### src/rtl/intc_pkg.sv
package intc_pkg;

    typedef enum logic [1:0] {
        SC_IDLE = 2'd0,
        SC_SCAN = 2'd1,
        SC_HIT  = 2'd2,
        SC_MISS = 2'd3
    } scan_state_t;

    localparam logic [3:0] IMASK_ALL = 4'hF;

    // Address bits that take part in register decode
    function automatic logic [28:0] addr_key(input logic [31:0] a);
        return a[28:0];
    endfunction

endpackage

### src/rtl/intc_regfile.sv
module intc_regfile
    import intc_pkg::*;
#(
    parameter int          DW        = 32,
    parameter int          NMASK     = 2,
    parameter int          MW        = 8,
    parameter int          NPRIO     = 1,
    parameter int          PW        = 16,
    parameter logic [31:0] MASK_BASE = 32'hA400_0040,
    parameter logic [31:0] PRIO_BASE = 32'hA400_0000
) (
    input  logic                clk,
    input  logic                rst,
    input  logic                bus_wr,
    input  logic                bus_rd,
    input  logic [31:0]         bus_addr,
    input  logic [DW-1:0]       bus_wdata,
    output logic [DW-1:0]       bus_rdata,
    output logic [NMASK*MW-1:0] mask_flat,
    output logic [NPRIO*PW-1:0] prio_flat
);

    logic [28:0]   key;
    logic [DW-1:0] rd_next;
    logic [DW-1:0] rdata_q;

    assign key = addr_key(bus_addr);

    for (genvar r = 0; r < NMASK; r++) begin : g_mask
        localparam logic [31:0] SET_A = MASK_BASE + 32'(8 * r);
        localparam logic [31:0] CLR_A = MASK_BASE + 32'(8 * r + 4);
        logic [MW-1:0] val_q;

        always_ff @(posedge clk) begin
            if (rst) begin
                val_q <= '0;
            end else if (bus_wr && key == addr_key(SET_A)) begin
                val_q <= val_q | bus_wdata[MW-1:0];
            end else if (bus_wr && key == addr_key(CLR_A)) begin
                val_q <= val_q & ~bus_wdata[MW-1:0];
            end
        end

        assign mask_flat[r*MW +: MW] = val_q;
    end

    for (genvar j = 0; j < NPRIO; j++) begin : g_prio
        localparam logic [31:0] PRI_A = PRIO_BASE + 32'(4 * j);
        logic [PW-1:0] val_q;

        always_ff @(posedge clk) begin
            if (rst) begin
                val_q <= '0;
            end else if (bus_wr && key == addr_key(PRI_A)) begin
                val_q <= bus_wdata[PW-1:0];
            end
        end

        assign prio_flat[j*PW +: PW] = val_q;
    end

    always_comb begin
        rd_next = '0;
        for (int r = 0; r < NMASK; r++) begin
            if (key == addr_key(MASK_BASE + 32'(8 * r)) ||
                key == addr_key(MASK_BASE + 32'(8 * r + 4))) begin
                rd_next = DW'(mask_flat[r*MW +: MW]);
            end
        end
        for (int j = 0; j < NPRIO; j++) begin
            if (key == addr_key(PRIO_BASE + 32'(4 * j))) begin
                rd_next = DW'(prio_flat[j*PW +: PW]);
            end
        end
    end

    always_ff @(posedge clk) begin
        if (rst) begin
            rdata_q <= '0;
        end else if (bus_rd) begin
            rdata_q <= rd_next;
        end
    end

    assign bus_rdata = rdata_q;

endmodule

### src/rtl/intc_enable_map.sv
module intc_enable_map #(
    parameter int                          NSRC        = 8,
    parameter int                          NGRP        = 2,
    parameter int                          IDW         = 4,
    parameter int                          NMASK       = 2,
    parameter int                          MW          = 8,
    parameter int                          NPRIO       = 1,
    parameter int                          PW          = 16,
    parameter int                          FW          = 4,
    parameter logic [NMASK*MW*IDW-1:0]     MASK_IDS    = 64'h0000_00A9_8765_4321,
    parameter logic [NPRIO*(PW/FW)*IDW-1:0] PRIO_IDS   = 16'h0921,
    parameter logic [NGRP*NSRC-1:0]        GRP_MEMBERS = 16'hC030
) (
    input  logic [NMASK*MW-1:0] mask_flat,
    input  logic [NPRIO*PW-1:0] prio_flat,
    output logic [NSRC-1:0]     src_en
);

    localparam int NPF = PW / FW;

    // Field id 0 = unused, 1..NSRC = source, above that = group
    function automatic logic targets(input int id, input int s);
        if (id == s + 1) begin
            return 1'b1;
        end
        if (id > NSRC && id <= NSRC + NGRP) begin
            return GRP_MEMBERS[(id - NSRC - 1) * NSRC + s];
        end
        return 1'b0;
    endfunction

    logic [NMASK*MW-1:0]  mask_on;
    logic [NPRIO*NPF-1:0] prio_on;

    for (genvar r = 0; r < NMASK; r++) begin : g_mfield
        for (genvar k = 0; k < MW; k++) begin : g_bit
            assign mask_on[r*MW + k] = mask_flat[r*MW + (MW - 1 - k)];
        end
    end

    for (genvar j = 0; j < NPRIO; j++) begin : g_pfield
        for (genvar k = 0; k < NPF; k++) begin : g_fld
            assign prio_on[j*NPF + k] = |prio_flat[j*PW + (NPF - 1 - k)*FW +: FW];
        end
    end

    always_comb begin
        src_en = '1;
        for (int f = 0; f < NMASK * MW; f++) begin
            for (int s = 0; s < NSRC; s++) begin
                if (!mask_on[f] && targets(int'(MASK_IDS[f*IDW +: IDW]), s)) begin
                    src_en[s] = 1'b0;
                end
            end
        end
        for (int f = 0; f < NPRIO * NPF; f++) begin
            for (int s = 0; s < NSRC; s++) begin
                if (!prio_on[f] && targets(int'(PRIO_IDS[f*IDW +: IDW]), s)) begin
                    src_en[s] = 1'b0;
                end
            end
        end
    end

endmodule

### src/rtl/intc_vec_scan.sv
module intc_vec_scan
    import intc_pkg::*;
#(
    parameter int NSRC     = 8,
    parameter int VW       = 12,
    parameter int VEC_BASE = 'h400,
    parameter int VEC_STEP = 'h020
) (
    input  logic            clk,
    input  logic            rst,
    input  logic [NSRC-1:0] pend,
    input  logic            req,
    input  logic [3:0]      imask,
    output logic            busy,
    output logic            done,
    output logic            valid,
    output logic [VW-1:0]   code
);

    localparam int IW = (NSRC > 1) ? $clog2(NSRC) : 1;

    scan_state_t    state_q, state_d;
    logic [IW-1:0]  idx_q;
    logic [VW-1:0]  code_q;

    always_comb begin
        state_d = state_q;
        unique case (state_q)
            SC_IDLE: begin
                if (req) begin
                    state_d = (imask == IMASK_ALL) ? SC_MISS : SC_SCAN;
                end
            end
            SC_SCAN: begin
                if (pend[idx_q]) begin
                    state_d = SC_HIT;
                end else if (idx_q == IW'(NSRC - 1)) begin
                    state_d = SC_MISS;
                end
            end
            SC_HIT:  state_d = SC_IDLE;
            SC_MISS: state_d = SC_IDLE;
            default: state_d = SC_IDLE;
        endcase
    end

    always_ff @(posedge clk) begin
        if (rst) begin
            state_q <= SC_IDLE;
            idx_q   <= '0;
            code_q  <= '0;
        end else begin
            state_q <= state_d;
            if (state_q == SC_SCAN) begin
                idx_q <= idx_q + 1'b1;
                if (pend[idx_q]) begin
                    code_q <= VW'(VEC_BASE + VEC_STEP * int'(idx_q));
                end
            end else begin
                idx_q <= '0;
            end
        end
    end

    always_comb begin
        busy  = 1'b1;
        done  = 1'b0;
        valid = 1'b0;
        unique case (state_q)
            SC_IDLE: busy = 1'b0;
            SC_SCAN: ;
            SC_HIT: begin
                done  = 1'b1;
                valid = 1'b1;
            end
            SC_MISS: done = 1'b1;
            default: ;
        endcase
    end

    assign code = code_q;

endmodule

### src/rtl/intc_setclr_top.sv
module intc_setclr_top
    import intc_pkg::*;
#(
    parameter int                           NSRC        = 8,
    parameter int                           NGRP        = 2,
    parameter int                           IDW         = 4,
    parameter int                           DW          = 32,
    parameter int                           NMASK       = 2,
    parameter int                           MW          = 8,
    parameter int                           NPRIO       = 1,
    parameter int                           PW          = 16,
    parameter int                           FW          = 4,
    parameter int                           VW          = 12,
    parameter int                           VEC_BASE    = 'h400,
    parameter int                           VEC_STEP    = 'h020,
    parameter logic [31:0]                  MASK_BASE   = 32'hA400_0040,
    parameter logic [31:0]                  PRIO_BASE   = 32'hA400_0000,
    parameter logic [NMASK*MW*IDW-1:0]      MASK_IDS    = 64'h0000_00A9_8765_4321,
    parameter logic [NPRIO*(PW/FW)*IDW-1:0] PRIO_IDS    = 16'h0921,
    parameter logic [NGRP*NSRC-1:0]         GRP_MEMBERS = 16'hC030
) (
    input  logic            clk,
    input  logic            rst,
    input  logic [NSRC-1:0] src_lvl,
    input  logic            bus_wr,
    input  logic            bus_rd,
    input  logic [31:0]     bus_addr,
    input  logic [DW-1:0]   bus_wdata,
    output logic [DW-1:0]   bus_rdata,
    output logic            cpu_irq,
    input  logic            vec_req,
    input  logic [3:0]      vec_imask,
    output logic            vec_done,
    output logic            vec_valid,
    output logic [VW-1:0]   vec_code
);

    logic [NMASK*MW-1:0] mask_flat;
    logic [NPRIO*PW-1:0] prio_flat;
    logic [NSRC-1:0]     src_en;
    logic [NSRC-1:0]     pend;
    logic                scan_busy;
    logic                irq_q;

    intc_regfile #(
        .DW(DW), .NMASK(NMASK), .MW(MW), .NPRIO(NPRIO), .PW(PW),
        .MASK_BASE(MASK_BASE), .PRIO_BASE(PRIO_BASE)
    ) u_regs (
        .clk       (clk),
        .rst       (rst),
        .bus_wr    (bus_wr),
        .bus_rd    (bus_rd),
        .bus_addr  (bus_addr),
        .bus_wdata (bus_wdata),
        .bus_rdata (bus_rdata),
        .mask_flat (mask_flat),
        .prio_flat (prio_flat)
    );

    intc_enable_map #(
        .NSRC(NSRC), .NGRP(NGRP), .IDW(IDW), .NMASK(NMASK), .MW(MW),
        .NPRIO(NPRIO), .PW(PW), .FW(FW),
        .MASK_IDS(MASK_IDS), .PRIO_IDS(PRIO_IDS), .GRP_MEMBERS(GRP_MEMBERS)
    ) u_emap (
        .mask_flat (mask_flat),
        .prio_flat (prio_flat),
        .src_en    (src_en)
    );

    assign pend = src_lvl & src_en;

    always_ff @(posedge clk) begin
        if (rst) begin
            irq_q <= 1'b0;
        end else begin
            irq_q <= |pend;
        end
    end

    assign cpu_irq = irq_q;

    intc_vec_scan #(
        .NSRC(NSRC), .VW(VW), .VEC_BASE(VEC_BASE), .VEC_STEP(VEC_STEP)
    ) u_scan (
        .clk   (clk),
        .rst   (rst),
        .pend  (pend),
        .req   (vec_req),
        .imask (vec_imask),
        .busy  (scan_busy),
        .done  (vec_done),
        .valid (vec_valid),
        .code  (vec_code)
    );

endmodule

### config.mk
export PLATFORM = sky130hd
export DESIGN_NAME = intc_setclr_top
export DESIGN_NICKNAME = d
export VERILOG_FILES = /design/src/rtl/intc_pkg.sv /design/src/rtl/intc_regfile.sv /design/src/rtl/intc_enable_map.sv /design/src/rtl/intc_vec_scan.sv /design/src/rtl/intc_setclr_top.sv
export SDC_FILE = /design/constraint.sdc
export NUM_CORES = 1
export LEC_CHECK = 0
export BUFFER_PORTS_ARGS = -buffer_cell sky130_fd_sc_hd__buf_2
export CORE_MARGIN = 2
export CORE_UTILIZATION = 35
export DETAILED_ROUTE_END_ITERATION = 12
export PLACE_DENSITY_LB_ADDON = 0.12
export SLEW_MARGIN = 30
export SYNTH_ARGS = -nofsm -noshare
export SYNTH_HDL_FRONTEND = slang
export SYNTH_SLANG_ARGS = --single-unit
### constraint.sdc
create_clock -name clk -period 5.4 [get_ports clk]
set_clock_uncertainty 0.2 [all_clocks]
set_input_delay 1.35 -clock clk [delete_from_list [all_inputs] [get_ports clk]]
set_output_delay 1.35 -clock clk [all_outputs]
set_load 0.02 [all_outputs]
==> flow_metrics.env <==
export IMPL_yosys_top_cells_count="dfxtp_1, mux2i_1, buf_4"
export IMPL_yosysSeqAreaShare=0.386
export IMPL_max_stage_delay_ps=850
export IMPL_p_leak_nw=1.49
export IMPL_power_frac_clock=0.472
export IMPL_seqCellArea_um2=1160
export IMPL_pwr_share_seq=0.439
export IMPL_core_rowCount=33
export IMPL_start_kind="input port"
export IMPL_ios=128
export IMPL_cts_resized=0
export IMPL_drive_above_1_share=0.291
export IMPL_setup_viol=0
export IMPL_cts_htree_levels=3
export IMPL_post_dp_cell_area_um2=3380
export IMPL_netlist_top_cells_area="dfxtp_1, mux2i_1, buf_4"
export IMPL_top_layer="met4"
export IMPL_ys_ff_latch=58
export IMPL_num_nets_final=489
export IMPL_cts_root_buf="clkbuf_8"
export IMPL_multi_input_area_um2=1650
export IMPL_endpoint_kind="flip-flop"
export IMPL_numPortBuffers=84
export IMPL_diodes=0
export IMPL_wl_met3_um=450
export IMPL_cts_buffer_depth=2
export IMPL_track_usage=0.165
export IMPL_gr_total_overflow=0
export IMPL_final_area_um2=3620
export IMPL_tightestPinTransition_ps=921
export IMPL_critPathKind="input port to flip-flop"
export IMPL_routed_via_density=5.04
export IMPL_hp_class="flip-flop to flip-flop"
export IMPL_antenna_found_initial=0
export IMPL_cpLargestDelayFamily="simple AND/OR/NAND/NOR gates"
export IMPL_post_drt_wl_per_cell_um=14.8
export IMPL_period_minus_slack_ps=3210
export IMPL_drtIter0Drc=92
export IMPL_worstSkewPairLatency_ps=340
export IMPL_synth_most_common_cell="dfxtp_1"
export IMPL_wirelength_um=7610
export IMPL_max_slew_margin=0.383
export IMPL_p_sw_uw=233
export IMPL_dp_hpwl_um=5360
export IMPL_grt_pass1_wl_um=12500
export IMPL_synthFlopType="dfxtp_1"
export IMPL_chipWidth_um=96.8
export IMPL_async_reset_ff_frac=0
export IMPL_rsz0062_at_grt="false"
export IMPL_outcome="completed"
export IMPL_synth_top_cell_area_share=0.386
export IMPL_cts_made_buffers=9
export IMPL_postRouteAntennaNets=0
export IMPL_pwr_density_cell_nw_per_um2=273
export IMPL_num_vias=2591
export IMPL_drc_errors=0
export IMPL_hold_violations=0
export IMPL_fin_setup_tns_ps=0
export IMPL_fillCellCount=863
export IMPL_ctsHoldBuffers=0
export IMPL_place_gp_congestion=0.708
export IMPL_synth_largest_area_cell="dfxtp_1"
export IMPL_ir_drop_v=0.000124
export IMPL_syn_inst=331
export IMPL_internal_power_uw=753
export IMPL_cp_max_fo=16
export IMPL_yosys_warnings=0
export IMPL_fp_coreArea_um2=8300
export IMPL_start_util=0.363
export IMPL_path_clk_slew_ps=70
export IMPL_path_buf_inv=1
export IMPL_syn_area_um2=3010
export IMPL_clock_sinks=58
export IMPL_post_synth_cell_area_avg_um2=9.10
export IMPL_comb_power_share=0.088
export IMPL_required_ps=5430
export IMPL_dr_pass1_iters=4
export IMPL_syn_to_final_growth_pct=20.1
export IMPL_cp_cell_sequence="buf_2, nor4_4, nand4_4, nor4b_4, nand2b_1, a32o_1"
export IMPL_cp_slowest_cell="nor4b_4"
export IMPL_die_height_um=96.8
export IMPL_cts_setup_buffers=0
export IMPL_max_cap_violations=0
export IMPL_dieArea_um2=9360
export IMPL_grt_max_degree=57
export IMPL_worstPathArrival_ps=3230
export IMPL_synth_edff_count=0
export IMPL_met1_length_um=3570
export IMPL_fmax_mhz=312
export IMPL_wl_met2_um=3470
export IMPL_ys_types=47
export IMPL_grt_pass1_vias=2445
export IMPL_cts_tree="yes"
export IMPL_maxSlewViolCount=0
export IMPL_p_sw_frac=0.236
export IMPL_fin_crit_sh=0.594
==> placed cells by master, fill, tap and decap left out, types with 5 or more instances in the layout <==
| cell type | Yosys | final |
|---|---|---|
| a311oi_1 | 6 | 6 |
| conb_1 | 1 | 24 |
| nor4_1 | 5 | 5 |
| clkbuf_8 | 0 | 12 |
| nand4_1 | 9 | 9 |
| nor2_1 | 21 | 20 |
| nand2_1 | 24 | 24 |
| mux2i_1 | 26 | 26 |
| a21oi_1 | 19 | 19 |
| nand2b_1 | 23 | 23 |
| o31ai_1 | 9 | 9 |
| nor2b_1 | 17 | 17 |
| buf_2 | 1 | 84 |
| dfxtp_1 | 58 | 58 |
| o21ai_0 | 10 | 10 |
| nand3_1 | 18 | 18 |
==> through the flow <==
step	instances	util	power (mW)	hold WS (ps)	worst slack [ps]
after floorplan	354	-	0.507	253	2330
after detailed placement	499	0.408	0.531	239	1720
final	514	0.436	0.987	250	2190
after global placement	498	0.406	0.530	236	1680
after CTS	513	0.435	0.994	255	2040
after global routing	514	0.436	1.02	280	1920
==> cell type report <==
cell class                      instances  share of cell area
Multi-Input combinational cell        250               0.456
Sequential cell                        58               0.321
Timing Repair Buffer                   87               0.125
Clock buffer                           12              0.0457
Tap cell                              105              0.0363
Clock inverter                          2              0.0166
==> worst paths after layout <==
kind                               startpoint                               end  slack (ps)  cells after the start
max                               bus_addr[8]  u_regs.bus_rdata[7]$_SDFFE_PP0P_        2190                      6
min          u_regs.bus_rdata[0]$_SDFFE_PP0P_  u_regs.bus_rdata[0]$_SDFFE_PP0P_         250                      2
max reg2reg  u_regs.prio_flat[5]$_SDFFE_PP0P_      u_scan.code[10]$_SDFFE_PP0P_        3350                      5
min reg2reg  u_regs.bus_rdata[0]$_SDFFE_PP0P_  u_regs.bus_rdata[0]$_SDFFE_PP0P_         250                      2
==> layer usage <==
| layer | vias to the layer above | global-route usage |
|---|---|---|
| li1 | 1291 | - |
| met1 | 1198 | 0.221 |
| met2 | 91 | 0.258 |
| met3 | 11 | 0.0368 |
| met4 | 0 | 0.0683 |
| met5 | - | 0 |
==> worst reg2reg max path, cell delays in order, from the launching register on <==
cell	delay [ps]
dfxtp_1	340
nor4_1	590
nor4bb_1	120
a32oi_1	270
a21oi_1	200
o21ba_2	230
==> power groups by stage <==
stage | registers (mW) | logic (mW) | clock network, mW
2_1_floorplan | 0.442 | 0.0647 | 0
3_3_place_gp | 0.443 | 0.0867 | 0
3_5_place_dp | 0.443 | 0.0875 | 0
4_1_cts | 0.434 | 0.0878 | 0.472
5_1_grt | 0.434 | 0.0953 | 0.491
6_report | 0.434 | 0.0872 | 0.466
==> kinds of logic (layout without fill, tap and decap cells) <==
kind of cell / count (synthesis) / count (layout) / share of synthesized area
flops: 58 / 58 / 0.386
other cells: 1 / 24 / 0.00125
mux: 26 / 26 / 0.0864
compound gates: 58 / 58 / 0.130
simple gates: 140 / 140 / 0.292
fa+ha+maj: 2 / 2 / 0.00831
buf+inv: 46 / 101 / 0.0964
Power figures use the tool's default switching activity.
